`src/rtl/mesi_pkg.sv`:
```
package mesi_pkg;

  typedef enum logic [1:0] {
    LS_I = 2'd0,
    LS_S = 2'd1,
    LS_E = 2'd2,
    LS_M = 2'd3
  } line_state_e;

  localparam logic [1:0] CMD_NONE = 2'd0;
  localparam logic [1:0] CMD_RD   = 2'd1;
  localparam logic [1:0] CMD_RDX  = 2'd2;
  localparam logic [1:0] CMD_WB   = 2'd3;

  typedef enum logic [2:0] {
    C_IDLE = 3'd0,
    C_ARB  = 3'd1,
    C_WB   = 3'd2,
    C_FILL = 3'd3,
    C_RESP = 3'd4
  } ctrl_state_e;

endpackage

```
`src/rtl/mesi_line_array.sv`:
```
module mesi_line_array
  import mesi_pkg::*;
#(
  parameter int NLINES = 4,
  parameter int IDXW   = 2,
  parameter int TAGW   = 6,
  parameter int DW     = 32
) (
  input  logic             clk,
  input  logic             rst_n,
  // processor-side lookup
  input  logic [IDXW-1:0]  a_idx,
  output line_state_e      a_state,
  output logic [TAGW-1:0]  a_tag,
  output logic [DW-1:0]    a_data,
  // snoop-side lookup
  input  logic [IDXW-1:0]  b_idx,
  output line_state_e      b_state,
  output logic [TAGW-1:0]  b_tag,
  output logic [DW-1:0]    b_data,
  // controller update (full line)
  input  logic             c_we,
  input  logic [IDXW-1:0]  c_idx,
  input  line_state_e      c_state,
  input  logic [TAGW-1:0]  c_tag,
  input  logic [DW-1:0]    c_data,
  // snoop update (state only)
  input  logic             s_we,
  input  logic [IDXW-1:0]  s_idx,
  input  line_state_e      s_state
);

  line_state_e       st_q  [NLINES];
  logic [TAGW-1:0]   tag_q [NLINES];
  logic [DW-1:0]     dat_q [NLINES];

  for (genvar i = 0; i < NLINES; i++) begin : g_line
    always_ff @(posedge clk or negedge rst_n) begin
      if (!rst_n) begin
        st_q[i]  <= LS_I;
        tag_q[i] <= '0;
        dat_q[i] <= '0;
      end else if (c_we && (c_idx == IDXW'(i))) begin
        st_q[i]  <= c_state;
        tag_q[i] <= c_tag;
        dat_q[i] <= c_data;
      end else if (s_we && (s_idx == IDXW'(i))) begin
        st_q[i]  <= s_state;
      end
    end
  end

  assign a_state = st_q[a_idx];
  assign a_tag   = tag_q[a_idx];
  assign a_data  = dat_q[a_idx];
  assign b_state = st_q[b_idx];
  assign b_tag   = tag_q[b_idx];
  assign b_data  = dat_q[b_idx];

endmodule

```
`src/rtl/mesi_snoop_unit.sv`:
```
module mesi_snoop_unit
  import mesi_pkg::*;
#(
  parameter int TAGW = 6,
  parameter int DW   = 32
) (
  input  logic            snp_valid,
  input  logic [1:0]      snp_cmd,
  input  logic [TAGW-1:0] snp_tag,
  input  line_state_e     ln_state,
  input  logic [TAGW-1:0] ln_tag,
  input  logic [DW-1:0]   ln_data,
  output logic            shared_out,
  output logic            flush,
  output logic [DW-1:0]   flush_data,
  output logic            upd_en,
  output line_state_e     upd_state
);

  logic hit;

  always_comb begin
    hit        = snp_valid && (ln_state != LS_I) && (ln_tag == snp_tag);
    shared_out = 1'b0;
    flush      = 1'b0;
    upd_en     = 1'b0;
    upd_state  = ln_state;
    if (hit) begin
      if (snp_cmd == CMD_RD) begin
        shared_out = 1'b1;
        if (ln_state == LS_M) begin
          flush     = 1'b1;
          upd_en    = 1'b1;
          upd_state = LS_S;
        end else if (ln_state == LS_E) begin
          upd_en    = 1'b1;
          upd_state = LS_S;
        end
      end else if (snp_cmd == CMD_RDX) begin
        flush     = (ln_state == LS_M);
        upd_en    = 1'b1;
        upd_state = LS_I;
      end
    end
    flush_data = flush ? ln_data : '0;
  end

endmodule

```
`src/rtl/mesi_ctrl.sv`:
```
module mesi_ctrl
  import mesi_pkg::*;
#(
  parameter int AW   = 8,
  parameter int DW   = 32,
  parameter int IDXW = 2,
  parameter int TAGW = 6
) (
  input  logic            clk,
  input  logic            rst_n,
  input  logic            cpu_req_valid,
  output logic            cpu_req_ready,
  input  logic            cpu_req_write,
  input  logic [AW-1:0]   cpu_req_addr,
  input  logic [DW-1:0]   cpu_req_wdata,
  output logic            cpu_rsp_valid,
  input  logic            cpu_rsp_ready,
  output logic [DW-1:0]   cpu_rsp_rdata,
  input  logic            snp_busy,
  output logic            bus_req,
  input  logic            bus_gnt,
  output logic [1:0]      bus_cmd,
  output logic [AW-1:0]   bus_addr,
  output logic [DW-1:0]   bus_wdata,
  input  logic            bus_done,
  input  logic [DW-1:0]   bus_rdata,
  input  logic            bus_shared_in,
  output logic [IDXW-1:0] lk_idx,
  input  line_state_e     lk_state,
  input  logic [TAGW-1:0] lk_tag,
  input  logic [DW-1:0]   lk_data,
  output logic            wr_en,
  output line_state_e     wr_state,
  output logic [TAGW-1:0] wr_tag,
  output logic [DW-1:0]   wr_data
);

  ctrl_state_e     st_q, nxt;
  logic            wr_q;
  logic [AW-1:0]   addr_q;
  logic [DW-1:0]   wdata_q;
  logic [DW-1:0]   rsp_q, rsp_d;

  logic            idle, accept, cur_write, tag_hit, victim_dirty;
  logic [AW-1:0]   cur_addr;
  logic [TAGW-1:0] cur_tag;

  always_comb begin
    idle         = (st_q == C_IDLE);
    accept       = idle && cpu_req_valid && !snp_busy;
    cur_write    = idle ? cpu_req_write : wr_q;
    cur_addr     = idle ? cpu_req_addr  : addr_q;
    lk_idx       = cur_addr[IDXW-1:0];
    cur_tag      = cur_addr[AW-1:IDXW];
    tag_hit      = (lk_state != LS_I) && (lk_tag == cur_tag);
    victim_dirty = (lk_state == LS_M) && (lk_tag != cur_tag);
  end

  always_comb begin
    nxt       = st_q;
    rsp_d     = rsp_q;
    wr_en     = 1'b0;
    wr_state  = LS_I;
    wr_tag    = cur_tag;
    wr_data   = lk_data;
    bus_cmd   = CMD_NONE;
    bus_addr  = addr_q;
    bus_wdata = '0;
    unique case (st_q)
      C_IDLE: begin
        if (accept) begin
          if (tag_hit && !cur_write) begin
            rsp_d = lk_data;
            nxt   = C_RESP;
          end else if (tag_hit && ((lk_state == LS_E) || (lk_state == LS_M))) begin
            wr_en    = 1'b1;
            wr_state = LS_M;
            wr_data  = cpu_req_wdata;
            rsp_d    = cpu_req_wdata;
            nxt      = C_RESP;
          end else begin
            nxt = C_ARB;
          end
        end
      end
      C_ARB: begin
        if (bus_gnt) nxt = victim_dirty ? C_WB : C_FILL;
      end
      C_WB: begin
        bus_cmd   = CMD_WB;
        bus_addr  = {lk_tag, addr_q[IDXW-1:0]};
        bus_wdata = lk_data;
        if (bus_done) begin
          wr_en    = 1'b1;
          wr_state = LS_I;
          wr_tag   = lk_tag;
          nxt      = C_FILL;
        end
      end
      C_FILL: begin
        bus_cmd = wr_q ? CMD_RDX : CMD_RD;
        if (bus_done) begin
          wr_en = 1'b1;
          if (wr_q) begin
            wr_state = LS_M;
            wr_data  = wdata_q;
            rsp_d    = wdata_q;
          end else begin
            wr_state = bus_shared_in ? LS_S : LS_E;
            wr_data  = bus_rdata;
            rsp_d    = bus_rdata;
          end
          nxt = C_RESP;
        end
      end
      C_RESP: begin
        if (cpu_rsp_ready) nxt = C_IDLE;
      end
      default: nxt = C_IDLE;
    endcase
  end

  always_ff @(posedge clk or negedge rst_n) begin
    if (!rst_n) begin
      st_q    <= C_IDLE;
      wr_q    <= 1'b0;
      addr_q  <= '0;
      wdata_q <= '0;
      rsp_q   <= '0;
    end else begin
      st_q  <= nxt;
      rsp_q <= rsp_d;
      if (accept) begin
        wr_q    <= cpu_req_write;
        addr_q  <= cpu_req_addr;
        wdata_q <= cpu_req_wdata;
      end
    end
  end

  assign cpu_req_ready = idle && !snp_busy;
  assign cpu_rsp_valid = (st_q == C_RESP);
  assign cpu_rsp_rdata = rsp_q;
  assign bus_req       = (st_q == C_ARB) || (st_q == C_WB) || (st_q == C_FILL);

endmodule

```
`src/rtl/mesi_cache_ctrl.sv`:
```
module mesi_cache_ctrl
  import mesi_pkg::*;
#(
  parameter int AW     = 8,
  parameter int DW     = 32,
  parameter int NLINES = 4
) (
  input  logic          clk,
  input  logic          rst_n,
  input  logic          cpu_req_valid,
  output logic          cpu_req_ready,
  input  logic          cpu_req_write,
  input  logic [AW-1:0] cpu_req_addr,
  input  logic [DW-1:0] cpu_req_wdata,
  output logic          cpu_rsp_valid,
  input  logic          cpu_rsp_ready,
  output logic [DW-1:0] cpu_rsp_rdata,
  output logic          bus_req,
  input  logic          bus_gnt,
  output logic [1:0]    bus_cmd,
  output logic [AW-1:0] bus_addr,
  output logic [DW-1:0] bus_wdata,
  input  logic          bus_done,
  input  logic [DW-1:0] bus_rdata,
  input  logic          bus_shared_in,
  input  logic          snp_valid,
  input  logic [1:0]    snp_cmd,
  input  logic [AW-1:0] snp_addr,
  output logic          snp_shared_out,
  output logic          snp_flush,
  output logic [DW-1:0] snp_flush_data
);

  localparam int IDXW = $clog2(NLINES);
  localparam int TAGW = AW - IDXW;

  logic [IDXW-1:0] lk_idx;
  line_state_e     lk_state, sn_state, wr_state, upd_state;
  logic [TAGW-1:0] lk_tag, sn_tag, wr_tag;
  logic [DW-1:0]   lk_data, sn_data, wr_data;
  logic            wr_en, upd_en;

  mesi_line_array #(
    .NLINES(NLINES), .IDXW(IDXW), .TAGW(TAGW), .DW(DW)
  ) u_array (
    .clk     (clk),
    .rst_n   (rst_n),
    .a_idx   (lk_idx),
    .a_state (lk_state),
    .a_tag   (lk_tag),
    .a_data  (lk_data),
    .b_idx   (snp_addr[IDXW-1:0]),
    .b_state (sn_state),
    .b_tag   (sn_tag),
    .b_data  (sn_data),
    .c_we    (wr_en),
    .c_idx   (lk_idx),
    .c_state (wr_state),
    .c_tag   (wr_tag),
    .c_data  (wr_data),
    .s_we    (upd_en),
    .s_idx   (snp_addr[IDXW-1:0]),
    .s_state (upd_state)
  );

  mesi_snoop_unit #(
    .TAGW(TAGW), .DW(DW)
  ) u_snoop (
    .snp_valid  (snp_valid),
    .snp_cmd    (snp_cmd),
    .snp_tag    (snp_addr[AW-1:IDXW]),
    .ln_state   (sn_state),
    .ln_tag     (sn_tag),
    .ln_data    (sn_data),
    .shared_out (snp_shared_out),
    .flush      (snp_flush),
    .flush_data (snp_flush_data),
    .upd_en     (upd_en),
    .upd_state  (upd_state)
  );

  mesi_ctrl #(
    .AW(AW), .DW(DW), .IDXW(IDXW), .TAGW(TAGW)
  ) u_ctrl (
    .clk           (clk),
    .rst_n         (rst_n),
    .cpu_req_valid (cpu_req_valid),
    .cpu_req_ready (cpu_req_ready),
    .cpu_req_write (cpu_req_write),
    .cpu_req_addr  (cpu_req_addr),
    .cpu_req_wdata (cpu_req_wdata),
    .cpu_rsp_valid (cpu_rsp_valid),
    .cpu_rsp_ready (cpu_rsp_ready),
    .cpu_rsp_rdata (cpu_rsp_rdata),
    .snp_busy      (snp_valid),
    .bus_req       (bus_req),
    .bus_gnt       (bus_gnt),
    .bus_cmd       (bus_cmd),
    .bus_addr      (bus_addr),
    .bus_wdata     (bus_wdata),
    .bus_done      (bus_done),
    .bus_rdata     (bus_rdata),
    .bus_shared_in (bus_shared_in),
    .lk_idx        (lk_idx),
    .lk_state      (lk_state),
    .lk_tag        (lk_tag),
    .lk_data       (lk_data),
    .wr_en         (wr_en),
    .wr_state      (wr_state),
    .wr_tag        (wr_tag),
    .wr_data       (wr_data)
  );

endmodule

```
`config.mk`:
```
export PLATFORM = sky130hd
export DESIGN_NAME = mesi_cache_ctrl
export DESIGN_NICKNAME = d
export VERILOG_FILES = /design/src/rtl/mesi_pkg.sv /design/src/rtl/mesi_line_array.sv /design/src/rtl/mesi_snoop_unit.sv /design/src/rtl/mesi_ctrl.sv /design/src/rtl/mesi_cache_ctrl.sv
export SDC_FILE = /design/constraint.sdc
export NUM_CORES = 1
export LEC_CHECK = 0
export BUFFER_PORTS_ARGS = -buffer_cell sky130_fd_sc_hd__buf_2
export CORE_MARGIN = 2
export CORE_UTILIZATION = 50
export DETAILED_ROUTE_END_ITERATION = 6
export GPL_TIMING_DRIVEN = 1
export PLACE_DENSITY_LB_ADDON = 0.12
export SYNTH_ARGS = -nofsm -noshare
export SYNTH_HDL_FRONTEND = slang
export SYNTH_SLANG_ARGS = --single-unit
```
`constraint.sdc`:
```
create_clock -name clk -period 6.37 [get_ports clk]
set_clock_uncertainty 0.15 [all_clocks]
set_input_delay 1.5925 -clock clk [delete_from_list [all_inputs] [get_ports clk]]
set_output_delay 1.5925 -clock clk [all_outputs]
set_load 0.01 [all_outputs]
```
==> flow_metrics.tcl <==
set metrics [dict create \
    place.gp.congestion 0.7991 \
    grt_overflow 0 \
    initial_core_util_pct 50.64 \
    finalMaxSlewViolations 0 \
    maxCapViolCount 0 \
    tritoncts "yes" \
    cellPowerDensity_nw_per_um2 498.3 \
    crit_type "in -> out" \
    finalSetupTns_ns 0 \
    p_leak_nw 7.633 \
    fin_crit_sh_pct 89.21 \
    synth_warnings 0 \
    grt_pass1_wl_um 63980 \
    reg2reg_slack_ns 1.55 \
    final-hold-violation-count 0 \
    hp-class "reg -> reg" \
    slew_headroom_pct 20.41 \
    cts_resized 0 \
    layout_common_cells "dfrtp_1, buf_2, nand2_1" \
    dp_cells 1697 \
    htree_levels 1 \
    final_common_cell "dfrtp_1" \
    fmax_mhz 176.0 \
    cp-end-kind "primary output" \
    reg2reg_depth 11 \
    peakVddDrop_v 0.0002358 \
    via_per_inst 6.001 \
    track_usage_pct 27.07 \
    cp-start-kind "input port" \
    netlist_instances 1185 \
    dpl_cell_area_um2 15760 \
    vias 10480 \
    synth_ff_type "dfrtp_1" \
    layout.nets 1433 \
    antenna_found_initial 1 \
    antenna_left 0 \
    dieArea_um2 30370 \
    fin_area_um2 16700 \
    cts_max_path_buffers 3 \
    postCtsSetupRepairBufs 0 \
    drive_above_1_share_pct 40.31 \
    rsz0062_at_grt "false" \
    port_buffers 201 \
    hpwl_um 26100 \
    layout_min_cycle_time_ns 5.683 \
    seq_area_frac_synth_pct 40.74 \
    synth_nets 1276 \
    antenna_cells 0 \
    tightestPinTransition_ns 1.189 \
    wire_per_inst_um 23.31 \
    syn_avg_cell_area_um2 12.23 \
    ios 202 \
    core.rowCount 62 \
    required_ns 4.63 \
    setup_viol 0 \
    wirelength_um 40690 \
    synth_seq_cells 236 \
    firstDrtPassIters 5 \
    worstSkewPairLatency_ns 0.54 \
    core-area_um2 28630 \
    ys_types 53 \
    layout.cells.non_filler 1746 \
    ctsHoldBuffers 0 \
    async_flop_share_pct 100.0 \
    cts_sinks 236 \
    die_w_um 174.3 \
    hold_depth 2 \
    cts_root_buf "clkbuf_16" \
    grt_pass1_vias 10780 \
    grt_max_degree 103 \
    power_w 0.008325 \
    crit_arrival_ns 3.94 \
    cp_max_fo 17 \
    synthToLayoutAreaGrowth_pct 15.23 \
    status "completed" \
    cts-buffers-inserted 27 \
    drcViolationCount 0 \
    synth_edf_count 0 \
    netlist_area_um2 14500 \
    drt_iter0_markers 656 \
    die_y_um 174.3 \
    cts.clk_slew.worst_paths_ns 0.06 \
]
cell usage after synthesis, drive strengths merged, types with 3 or more instances:
library cell | number | area share (%)
and3 | 4 | 0.17
o21ai | 53 | 1.8
mux2i | 100 | 7.0
nor2 | 72 | 1.9
xnor2 | 8 | 0.48
buf | 55 | 2.7
nor2b | 36 | 1.6
a221oi | 32 | 1.9
inv | 6 | 0.16
clkbuf | 45 | 1.2
a21oi | 8 | 0.28
mux4 | 86 | 13
nand2 | 128 | 3.3
nor3 | 3 | 0.17
o211ai | 6 | 0.38
and2 | 36 | 1.6
xor2 | 9 | 0.54
mux2 | 195 | 17
a22oi | 33 | 1.7
dfrtp | 236 | 41
nand2b | 4 | 0.17
nand3 | 3 | 0.28
nor4 | 3 | 0.13
final cells by class:
type | count | area [um2]
multi-input cells | 843 | 8070
flip-flops and latches | 236 | 5907
well taps | 384 | 480.5
inverters | 6 | 22.52
repair buffers | 228 | 1284
clock buffers | 35 | 785.8
clock inverters | 14 | 155.1
fillers | 2390 | 11920
routing by layer:
layer  up-vias  track usage [%]  routed length (um)
met5         -                0                  16
met4         2            6.863                 986
met3        70            4.812                2392
met2       357            44.94               19540
met1      5360            37.01               17760
li1       4688                -                   -
critical path: stages:
cell	delay [ns]
buf_2	0.36
mux4_2	0.38
xnor2_1	0.15
o211ai_1	0.10
nor4_1	0.43
and2_1	0.21
o211ai_1	0.15
buf_4	0.25
nor2b_1	0.15
buf_2	0.15
kinds of logic (layout without fill, tap and decap cells):
| logic type | count (synthesis) | count (layout) | share of synthesized area, % |
|---|---|---|---|
| buf+inv | 106 | 283 | 3.996 |
| flops | 236 | 236 | 40.74 |
| xor+xnor | 17 | 17 | 1.027 |
| mux | 381 | 381 | 37.55 |
| compound gates | 150 | 150 | 7.129 |
| simple gates | 295 | 295 | 9.563 |
sequential cells by signal (all words and copies together), names as in the netlist:
register and cells:
u_array.dat_q 128, u_ctrl.cpu_rsp_rdata 32, u_ctrl.wdata_q 32, u_array.tag_q 24, u_array.st_q 8, u_ctrl.addr_q 8
u_ctrl.st_q 3, u_ctrl.wr_q 1
power by group:
part           switching (W)  internal (W)
sequential          0.000537       0.00213
combinational        0.00206       0.00195
clock               0.000650      0.000988
metrics by stage:
step	utilization (%)	hold slack, ns	worst slack (ns)
3_3_place_gp	55.07	0.3023	0.7773
5_1_grt	58.36	0.3322	0.4526
3_5_place_dp	55.07	0.3072	0.7177
4_1_cts	58.36	0.3246	0.6865
6_report	58.36	0.3224	0.6870
2_1_floorplan	-	0.2901	0.6891
final timing paths:
path                                 endpoint                from
min reg2reg                u_ctrl.wdata_q[19]  u_ctrl.wdata_q[19]
min                        u_ctrl.wdata_q[19]  u_ctrl.wdata_q[19]
max reg2reg                 u_array.dat_q[85]      u_ctrl.st_q[0]
min in group asynchronous  u_array.dat_q[123]               rst_n
max                         snp_flush_data[4]         snp_addr[1]
max in group asynchronous   u_array.dat_q[73]               rst_n
No activity file was read; power rests on OpenSTA's default activity.
